### src/rtl/irqc_pkg.sv
package irqc_pkg;
  localparam int REG_W  = 32;
  localparam int ADDR_W = 3;
  localparam int IDX_W  = 5;

  typedef enum logic [ADDR_W-1:0] {
    A_SET_EN   = 3'd0,
    A_CLR_EN   = 3'd1,
    A_SET_PEND = 3'd2,
    A_CLR_PEND = 3'd3,
    A_PRIO_LO  = 3'd4,
    A_PRIO_HI  = 3'd5,
    A_ACTIVE   = 3'd6,
    A_UNUSED   = 3'd7
  } reg_addr_e;

  typedef struct packed {
    logic             wrSetEn;
    logic             wrClrEn;
    logic             wrSetPend;
    logic             wrClrPend;
    logic             wrPrioLo;
    logic             wrPrioHi;
    logic             ack;
    logic             done;
    logic [IDX_W-1:0] doneIdx;
  } strobe_t;
endpackage

### src/rtl/irqc_arbiter.sv
module irqc_arbiter #(
  parameter int N  = 32,
  parameter int PW = 2,
  parameter int IW = 5
) (
  input  logic [N-1:0]         req,
  input  logic [N-1:0][PW-1:0] prio,
  output logic                 valid,
  output logic [IW-1:0]        idx,
  output logic [PW-1:0]        bestPrio
);
  // Walk from the top line down; "<=" lets a lower number take over a tie.
  always_comb begin
    valid    = 1'b0;
    idx      = '0;
    bestPrio = '0;
    for (int i = N - 1; i >= 0; i--) begin
      if (req[i] && (!valid || prio[i] <= bestPrio)) begin
        valid    = 1'b1;
        idx      = IW'(i);
        bestPrio = prio[i];
      end
    end
  end
endmodule

### src/rtl/irqc_ctrl.sv
module irqc_ctrl
  import irqc_pkg::*;
#(
  parameter int NUM_IRQ    = 32,
  parameter int EXC_OFFSET = 16,
  parameter int EXC_W      = 6
) (
  input  logic              regWrEn,
  input  logic [ADDR_W-1:0] regAddr,
  input  logic              irqAck,
  input  logic              irqReq,
  input  logic              irqDone,
  input  logic [EXC_W-1:0]  doneExc,
  output strobe_t           strobes
);
  localparam logic [EXC_W-1:0] EXC_LO = EXC_W'(EXC_OFFSET);
  localparam logic [EXC_W-1:0] EXC_HI = EXC_W'(EXC_OFFSET + NUM_IRQ - 1);

  logic [EXC_W-1:0] doneRel;
  logic             doneInRange;

  assign doneRel     = doneExc - EXC_LO;
  assign doneInRange = (doneExc >= EXC_LO) && (doneExc <= EXC_HI);

  always_comb begin
    strobes = '0;
    if (regWrEn) begin
      unique case (reg_addr_e'(regAddr))
        A_SET_EN:   strobes.wrSetEn   = 1'b1;
        A_CLR_EN:   strobes.wrClrEn   = 1'b1;
        A_SET_PEND: strobes.wrSetPend = 1'b1;
        A_CLR_PEND: strobes.wrClrPend = 1'b1;
        A_PRIO_LO:  strobes.wrPrioLo  = 1'b1;
        A_PRIO_HI:  strobes.wrPrioHi  = 1'b1;
        default: ;
      endcase
    end
    strobes.ack     = irqAck && irqReq;
    strobes.done    = irqDone && doneInRange;
    strobes.doneIdx = doneRel[IDX_W-1:0];
  end
endmodule

### src/rtl/irqc_datapath.sv
module irqc_datapath
  import irqc_pkg::*;
#(
  parameter int NUM_IRQ    = 32,
  parameter int PRIO_W     = 2,
  parameter int EXC_OFFSET = 16,
  parameter int EXC_W      = 6
) (
  input  logic               clk,
  input  logic               rstN,
  input  strobe_t            strobes,
  input  logic [REG_W-1:0]   wrData,
  input  logic [NUM_IRQ-1:0] irqIn,
  input  logic [ADDR_W-1:0]  rdAddr,
  output logic [REG_W-1:0]   rdData,
  output logic [NUM_IRQ-1:0] enableQ,
  output logic [NUM_IRQ-1:0] pendQ,
  output logic [NUM_IRQ-1:0] activeQ,
  output logic               irqReq,
  output logic [EXC_W-1:0]   irqVector,
  output logic               anyPending,
  output logic [EXC_W-1:0]   pendExc
);
  localparam int LPW = REG_W / PRIO_W;
  localparam logic [EXC_W-1:0] EXC_BASE = EXC_W'(EXC_OFFSET);

  logic [NUM_IRQ-1:0][PRIO_W-1:0] prioQ;
  logic [NUM_IRQ-1:0] lineMask, ackMask, doneMask;
  logic [REG_W-1:0]   prioLoWord, prioHiWord;

  logic              winValid, runValid, stValid;
  logic [IDX_W-1:0]  winIdx, runIdx, stIdx;
  logic [PRIO_W-1:0] winPrio, runPrio, stPrio;

  assign lineMask = wrData[NUM_IRQ-1:0];
  assign ackMask  = strobes.ack  ? (NUM_IRQ'(1) << winIdx) : '0;
  assign doneMask = strobes.done ? (NUM_IRQ'(1) << strobes.doneIdx) : '0;

  always_ff @(posedge clk) begin
    if (!rstN) begin
      enableQ <= '0;
      pendQ   <= '0;
      activeQ <= '0;
    end else begin
      if (strobes.wrSetEn) enableQ <= enableQ | lineMask;
      else if (strobes.wrClrEn) enableQ <= enableQ & ~lineMask;
      pendQ <= (pendQ & ~(ackMask | (strobes.wrClrPend ? lineMask : '0)))
             | (strobes.wrSetPend ? lineMask : '0)
             | irqIn;
      activeQ <= (activeQ | ackMask) & ~doneMask;
    end
  end

  // One priority field per line, placed in the low or high word by line number.
  for (genvar g = 0; g < NUM_IRQ; g++) begin : g_prio
    localparam int SLOT  = g % LPW;
    localparam bit IN_HI = (g >= LPW);
    logic wrHit;
    assign wrHit = IN_HI ? strobes.wrPrioHi : strobes.wrPrioLo;
    always_ff @(posedge clk) begin
      if (!rstN) prioQ[g] <= '0;
      else if (wrHit) prioQ[g] <= wrData[SLOT*PRIO_W +: PRIO_W];
    end
  end

  always_comb begin
    prioLoWord = '0;
    prioHiWord = '0;
    for (int i = 0; i < NUM_IRQ; i++) begin
      if (i < LPW) prioLoWord[(i % LPW)*PRIO_W +: PRIO_W] = prioQ[i];
      else         prioHiWord[(i % LPW)*PRIO_W +: PRIO_W] = prioQ[i];
    end
  end

  irqc_arbiter #(.N(NUM_IRQ), .PW(PRIO_W), .IW(IDX_W)) u_serve (
    .req(pendQ & enableQ & ~activeQ), .prio(prioQ),
    .valid(winValid), .idx(winIdx), .bestPrio(winPrio));

  irqc_arbiter #(.N(NUM_IRQ), .PW(PRIO_W), .IW(IDX_W)) u_running (
    .req(activeQ), .prio(prioQ),
    .valid(runValid), .idx(runIdx), .bestPrio(runPrio));

  irqc_arbiter #(.N(NUM_IRQ), .PW(PRIO_W), .IW(IDX_W)) u_status (
    .req(pendQ), .prio(prioQ),
    .valid(stValid), .idx(stIdx), .bestPrio(stPrio));

  assign irqReq     = winValid && (!runValid || (winPrio < runPrio));
  assign irqVector  = irqReq ? ({{(EXC_W-IDX_W){1'b0}}, winIdx} + EXC_BASE) : '0;
  assign anyPending = stValid;
  assign pendExc    = stValid ? ({{(EXC_W-IDX_W){1'b0}}, stIdx} + EXC_BASE) : '0;

  always_comb begin
    unique case (reg_addr_e'(rdAddr))
      A_SET_EN, A_CLR_EN:     rdData = REG_W'(enableQ);
      A_SET_PEND, A_CLR_PEND: rdData = REG_W'(pendQ);
      A_PRIO_LO:              rdData = prioLoWord;
      A_PRIO_HI:              rdData = prioHiWord;
      A_ACTIVE:               rdData = REG_W'(activeQ);
      default:                rdData = '0;
    endcase
  end

  logic unusedSig;
  assign unusedSig = ^{runIdx, stPrio};
endmodule

### src/rtl/prio_irq_ctrl.sv
module prio_irq_ctrl #(
  parameter int NUM_IRQ    = 32,
  parameter int PRIO_W     = 2,
  parameter int EXC_OFFSET = 16
) (
  input  logic               clk,
  input  logic               rstN,
  input  logic [NUM_IRQ-1:0] irqIn,
  input  logic               regWrEn,
  input  logic [2:0]         regAddr,
  input  logic [31:0]        regWrData,
  input  logic [2:0]         regRdAddr,
  output logic [31:0]        regRdData,
  output logic               irqReq,
  output logic [5:0]         irqVector,
  input  logic               irqAck,
  input  logic               irqDone,
  input  logic [5:0]         doneExc,
  output logic               anyPending,
  output logic [5:0]         pendExc
);
  localparam int EXC_W = 6;

  irqc_pkg::strobe_t strobes;
  logic [NUM_IRQ-1:0] enableQ, pendQ, activeQ;

  irqc_ctrl #(.NUM_IRQ(NUM_IRQ), .EXC_OFFSET(EXC_OFFSET), .EXC_W(EXC_W)) u_ctrl (
    .regWrEn(regWrEn), .regAddr(regAddr), .irqAck(irqAck), .irqReq(irqReq),
    .irqDone(irqDone), .doneExc(doneExc), .strobes(strobes));

  irqc_datapath #(.NUM_IRQ(NUM_IRQ), .PRIO_W(PRIO_W), .EXC_OFFSET(EXC_OFFSET),
                  .EXC_W(EXC_W)) u_dp (
    .clk(clk), .rstN(rstN), .strobes(strobes), .wrData(regWrData), .irqIn(irqIn),
    .rdAddr(regRdAddr), .rdData(regRdData), .enableQ(enableQ), .pendQ(pendQ),
    .activeQ(activeQ), .irqReq(irqReq), .irqVector(irqVector),
    .anyPending(anyPending), .pendExc(pendExc));
endmodule

### config.mk
export PLATFORM = sky130hd
export DESIGN_NAME = prio_irq_ctrl
export DESIGN_NICKNAME = d
export VERILOG_FILES = /design/src/rtl/irqc_pkg.sv /design/src/rtl/irqc_arbiter.sv /design/src/rtl/irqc_ctrl.sv /design/src/rtl/irqc_datapath.sv /design/src/rtl/prio_irq_ctrl.sv
export SDC_FILE = /design/constraint.sdc
export NUM_CORES = 1
export LEC_CHECK = 0
export ABC_AREA = 0
export BUFFER_PORTS_ARGS = -buffer_cell sky130_fd_sc_hd__clkbuf_2
export CAP_MARGIN = 10
export CORE_ASPECT_RATIO = 1.4
export CORE_MARGIN = 10
export CORE_UTILIZATION = 44
export DETAILED_ROUTE_END_ITERATION = 8
export MAX_ROUTING_LAYER = met4
export PLACE_DENSITY_LB_ADDON = 0.08
export SLEW_MARGIN = 15
export SYNTH_ARGS = -nofsm -noshare
export SYNTH_HDL_FRONTEND = slang
export SYNTH_SLANG_ARGS = --single-unit
export TNS_END_PERCENT = 50
### constraint.sdc
create_clock -name clk -period 117.8 [get_ports clk]
set_input_delay 11.78 -clock clk [delete_from_list [all_inputs] [get_ports clk]]
set_output_delay 11.78 -clock clk [all_outputs]
set_load 0.005 [all_outputs]
=== Yosys cells after proc, flatten, opt, wreduce, memory -nomap -nowiden ===
Index checks and enable logic that the tools add are counted.
Widths: inputs -> output; s select.

* $add $sub $neg: 3
* $lt $le $gt $ge: 96
* Equal/unequal tests: 11
* Shift operators: 2
* Muxes and demuxes: 271
* Bitwise gates (word level): 14
* Reduce and logical (&&, ||, !) cells: 290

{| class="wikitable"
|+ Operators by type and width
! kind !! number
|-
| $mux 5 || 64
|-
| $mux 32 || 6
|-
| $mux 2 || 95
|-
| $le 2x2->1 || 93
|-
| $and 32x32->32 || 5
|-
| $or 32x32->32 || 5
|-
| $pmux 32 s5 || 1
|-
| $not 32->32 || 4
|-
| $mux 1 || 102
|-
| $logic_and 1x1->1 || 97
|-
| $logic_not 1->1 || 94
|-
| $logic_or 1x1->1 || 94
|-
| $shl 1x5->32 const A || 2
|-
| $mux 6 || 3
|-
| $eq 3x3->1 const B || 5
|-
| $add 5x5->6 const B || 2
|-
| $eq 3x2->1 const B || 4
|-
| $eq 3x1->1 const B || 2
|-
| $ge 6x5->1 const B || 1
|-
| $le 6x6->1 const B || 1
|-
| $logic_not 3->1 || 2
|-
| $sub 5x5->5 const B || 1
|-
| $reduce_or 2->1 || 2
|-
| $lt 2x2->1 || 1
|-
| $reduce_bool 2->1 || 1
|}

* Flip-flop bits (word level): 160
* Input bits: 81
* Output and inout bits: 46
* Word-level logic and storage cells: 722

=== Logic depth before layout (Yosys ltp) ===
* Depth in word-level cells: 137
* Mapped depth: 240
* Depth with buffers taken out: 233

=== Hierarchy ===
From an unflattened synthesis, not the netlist that was laid out.

* Cells, all modules: 2477
* Area total of the unflattened synthesis: 18391.4 µm²

{| class="wikitable"
|+ Modules (own cells, without submodules)
! module !! instances !! cells each !! area each (µm²) !! sequential area each (µm²)
|-
| irqc_arbiter || 3 || 541 || 3553.4 || 0.0
|-
| irqc_datapath || 1 || 836 || 7614.8 || 3203.1
|-
| irqc_ctrl || 1 || 18 || 116.4 || 0.0
|}

=== Worst setup path after synthesis ===
OpenSTA, ideal clock, no wires.

* Path type: register -> output
* From: register u_dp.activeQ[31]
* To: output port irqVector[0]
* Arrival: 37.804 ns
* Data required time: 106.020 ns
* Slack: 68.216 ns
* Cell stages (with the launch flop): 232
* Buffers on the path: 7
* Path through: dfxtp_1 > buf_2 > and3b_1 > nand2_1 > ha_1 > nor2b_1 > o21ai_0 > a21oi_1 > a22o_1 > ha_1 > nand2_1 > o221ai_1 > nor2b_1 > o31ai_1 > ha_1 > nor2b_1 > a2bb2oi_1 > a21oi_1 > (+196 left out) > nand2_1 > o31ai_1 > and2_1 > a31oi_1 > ha_1 > nor2b_1 > o21ai_0 > a31oi_1 > o211ai_1 > inv_1 > a221oi_1 > ha_1 > o22a_1 > o21ai_0 > o22ai_2 > buf_6 > buf_8 > nor2_1

* Longest elaborated chain between the ends: 131
* Elaborated cells on any way between the ends: 416
* Classes of those cells: add/sub (1); order compare (63); mux (161); bitwise (2); reduce/logical (189)

{| class="wikitable"
|+ RTL lines
! item !! line !! RTL
|-
| from (decl) || irqc_datapath.sv:18 || <nowiki>output logic [NUM_IRQ-1:0] activeQ,</nowiki>
|-
| from (signal assigned) || irqc_datapath.sv:50 || <nowiki>activeQ <= (activeQ | ackMask) & ~doneMask;</nowiki>
|-
| parallel branches: the longest is 130 deep, another holds $le 2x2->1 || n/a ||
|-
| $mux 6 (*) || irqc_datapath.sv:88 || <nowiki>assign irqVector = irqReq ? ({{(EXC_W-IDX_W){1'b0}}, winIdx} + EXC_BASE) : '0;</nowiki>
|-
| to (decl) || prio_irq_ctrl.sv:15 || <nowiki>output logic [5:0] irqVector,</nowiki>
|}

Every way passes the cells marked *.

=== Final worst setup path ===
* From: register u_dp.pendQ[31]
* To: output port irqVector[2]

* Longest elaborated chain between the ends: 131
* Elaborated cells on any way between the ends: 227
* Classes of those cells: add/sub (1); order compare (32); mux (97); bitwise (2); reduce/logical (95)

{| class="wikitable"
|+ RTL lines
! item !! line !! RTL
|-
| from (decl) || irqc_datapath.sv:17 || <nowiki>output logic [NUM_IRQ-1:0] pendQ,</nowiki>
|-
| from (signal assigned) || irqc_datapath.sv:47 || <nowiki>pendQ <= (pendQ & ~(ackMask | (strobes.wrClrPend ? lineMask : '0)))</nowiki>
|-
| $and 32x32->32 (*) (2 in series) || irqc_datapath.sv:76 || <nowiki>.req(pendQ & enableQ & ~activeQ), .prio(prioQ),</nowiki>
|-
| parallel branches: the longest is 128 deep, another holds $le 2x2->1 || n/a ||
|-
| $mux 6 (*) || irqc_datapath.sv:88 ||
|}

Marked as above.

==> metrics.txt <==
# resized after CTS=0; EDFF count, synth=0; Max Fanout on Critical Path=20; CTS tree=yes; post-synthesis sequential area ratio=17.11%; Initial DRC Count=1881; worst slew pin tran=1.212 ns; net count after synthesis=2906; Async S/R FF share, synth=0%; Post-Route Skew=0.01540 ns; Crit path buffers/inverters=9; cell mode on critical path=ha_1; CTS H-tree lvls=4; Final ANT Viol Nets=0; endpoint class of the critical path=output pin; area of placed instances=19750 um^2; DIE AREA=51330 um^2; gr usage total=35.91%; max cap viols=0; Power Total=264.8 uW; layout cells sized above 1=12.09%; Core Box Area=42090 um^2; Hold Slack=0.4599 ns; cell taking the most area after synthesis=dfxtp_1; Root Buffer=clkbuf_16; max incr delay on CP=0.84 ns; Layout Nets=2953; P&R area growth vs syn=8.606%; slowest stage cell, crit path=o22ai_2; row count=89; YS warnings=0; first-pass GRT wire length=136.3 mm; relative slew slack=18.82%; CTS Buf Count=17; Synth area leaders=dfxtp_1, ha_1, nand2_1; RSZ-0062 raised after global routing=no; Post-Layout Inst Area=20340 um^2; Die Wd=194.4 um; Clk pwr share=21.8%; R2R depth=224; CTS Sinks=160; Worst Setup Path Type=flop to output pin; Worst EP required=106.02 ns; CP arrival=49.62 ns; Clock Pin Slew Worst Setup and Hold Paths=0.07 ns; leakage=0.008538 uW; last element of the critical path=irqVector[2]; routed length per placed instance=29.17 um; setup TNS=0 ns; post-synth top area share=17.11%; vias in the first global route=20660; final WL=94.70 mm; clk_lat worst skew=0.47 ns; crit-path leading delay family=compound AO/OA/AOI/OAI gates; Detailed Place HPWL=73.77 mm; Max Clk Rate=0.01629 GHz; Hold Crit Class=flop to flop; CTS Hold Bufs=0; switching power=123.6 uW; DRT Pass-1 Iters=6; synthesized cell area=18730 um^2; crit start category=flop; min cycle time layout=61.40 ns; library cells used by synthesis=101; pin count of the biggest net entering global routing=73; post-layout util=48.31%; initial core utilization=44.49%; post-synthesis register bit count=160; PD cells=13.02 nW/um^2; Comb power frac=55.2%; Max Slew Vio Count=0; Worst IR Drop VDD=0.01431 mV; Reg-to-Reg Start=u_dp.pendQ[31]; Final GP Congestion=1.155; status=completed; Clock Path Buffers=2; Post CTS Setup Buffer Count=0; sw frac=46.67%; initial antenna violation count=3; Int Pwr=141.2 uW; Setup Viol. Count Final=0; Hold Vio Cnt, Final=0; via count=21750; reg2reg setup slack=67.85 ns; Via-to-Cell Ratio=6.699; Top FF cell, synth=dfxtp_1; Critical path origin=u_dp.pendQ[31]; Final period util=52.12%; PortBufs=126; Die Ht=264.1 um; synthesized instance count=2637; # IOs=127; average size of a mapped cell=7.101 um^2; r2r endpoint=u_dp.pendQ[31]; sequential share of power=23.0%; total grt overflow=0; # DRC=0; WP depth=223
kinds of logic after synthesis:
logic type / Yosys count / share of synthesized area [%]
compound gates: 934 / 33.04
fa+ha+maj: 188 / 12.56
buf+inv: 242 / 5.218
flops: 160 / 17.11
mux: 77 / 4.303
simple gates: 1036 / 27.77
worst min-delay path: stages (launching register included):
cell and delay, ns:
dfxtp_1 0.31, nand2_1 0.05, a21oi_1 0.05
area by class of cell:
cell class,instances,area (um^2)
fillers,4363,21760
multi-input cells,2235,14570
flip-flops and latches,160,3203
repair buffers,159,878.3
well taps,546,683.2
clock buffers,18,429.2
inverters,111,419.2
clock inverters,14,148.9
diodes,3,7.507
power groups by stage:
stage / Sequential (uW) / Combinational [uW] / Clock (uW)
2_1_floorplan: 58.9 / 102 / 0
5_1_grt: 60.9 / 160 / 59.5
3_5_place_dp: 61.9 / 142 / 0
3_3_place_gp: 61.8 / 140 / 0
4_1_cts: 60.6 / 142 / 57.4
6_report: 60.9 / 146 / 57.6
metal layers:
| metal | part of all wire [%] | vias to the layer above | track usage [%] | wire length, um |
|---|---|---|---|---|
| met1 | 37 | 10380 | 37.15 | 34730 |
| met5 | 0 | - | - | 0 |
| met2 | 48 | 1125 | 60.16 | 45390 |
| li1 | - | 9854 | - | - |
| met4 | 8.9 | 0 | 28.63 | 8450 |
| met3 | 6.5 | 388 | 5.336 | 6126 |
cells in the final DEF (no fill, tap or decap), drive strengths merged, types with 20 or more instances in the layout:
cell type	count
nor4	20
a21oi	295
mux2i	49
clkbuf	143
mux2	28
o21a	57
a21boi	20
and2	28
nand2b	21
nand3	42
o21ai	189
and3b	25
a21o	41
buf	34
dfxtp	160
nor2b	128
a31oi	42
a211oi	22
ha	188
nor2	199
nand3b	28
nor3	51
o221a	33
inv	118
a311oi	44
nand2	394
o211ai	26
how the worst min path moves through the flow:
stage                       start                  to  slack (ns)  cells past startpoint
2_1_floorplan  u_dp.prioLoWord[0]  u_dp.prioLoWord[0]        0.44                      2
3_3_place_gp   u_dp.prioLoWord[0]  u_dp.prioLoWord[0]        0.44                      2
3_5_place_dp   u_dp.prioLoWord[0]  u_dp.prioLoWord[0]        0.45                      2
4_1_cts        u_dp.prioLoWord[0]  u_dp.prioLoWord[0]        0.46                      2
5_1_grt        u_dp.prioLoWord[0]  u_dp.prioLoWord[0]        0.50                      2
6_report       u_dp.prioLoWord[0]  u_dp.prioLoWord[0]        0.46                      2
cells in the mapped netlist, types with 20 or more instances:
master,n
inv_1,111
nor2_1,193
a21o_1,41
nand2_1,394
clkbuf_1,104
a21boi_0,20
nor2b_1,128
a21oi_1,294
and2_1,25
o221a_2,33
ha_1,188
and3b_1,25
nor3_1,46
mux2_2,28
nand3b_1,27
a211oi_1,21
nand3_1,41
o21ai_0,168
a311oi_1,44
a31oi_1,42
nand2b_1,21
mux2i_1,49
dfxtp_1,160
o211ai_1,26
o21a_1,57
through the flow:
stage / setup WS (ns) / cells
6_report: 56.40 / 3246
5_1_grt: 53.27 / 3246
4_1_cts: 57.57 / 3242
3_5_place_dp: 58.37 / 3210
3_3_place_gp: 58.51 / 3210
2_1_floorplan: 68.22 / 2637
No activity file was read; power rests on OpenSTA's default activity.
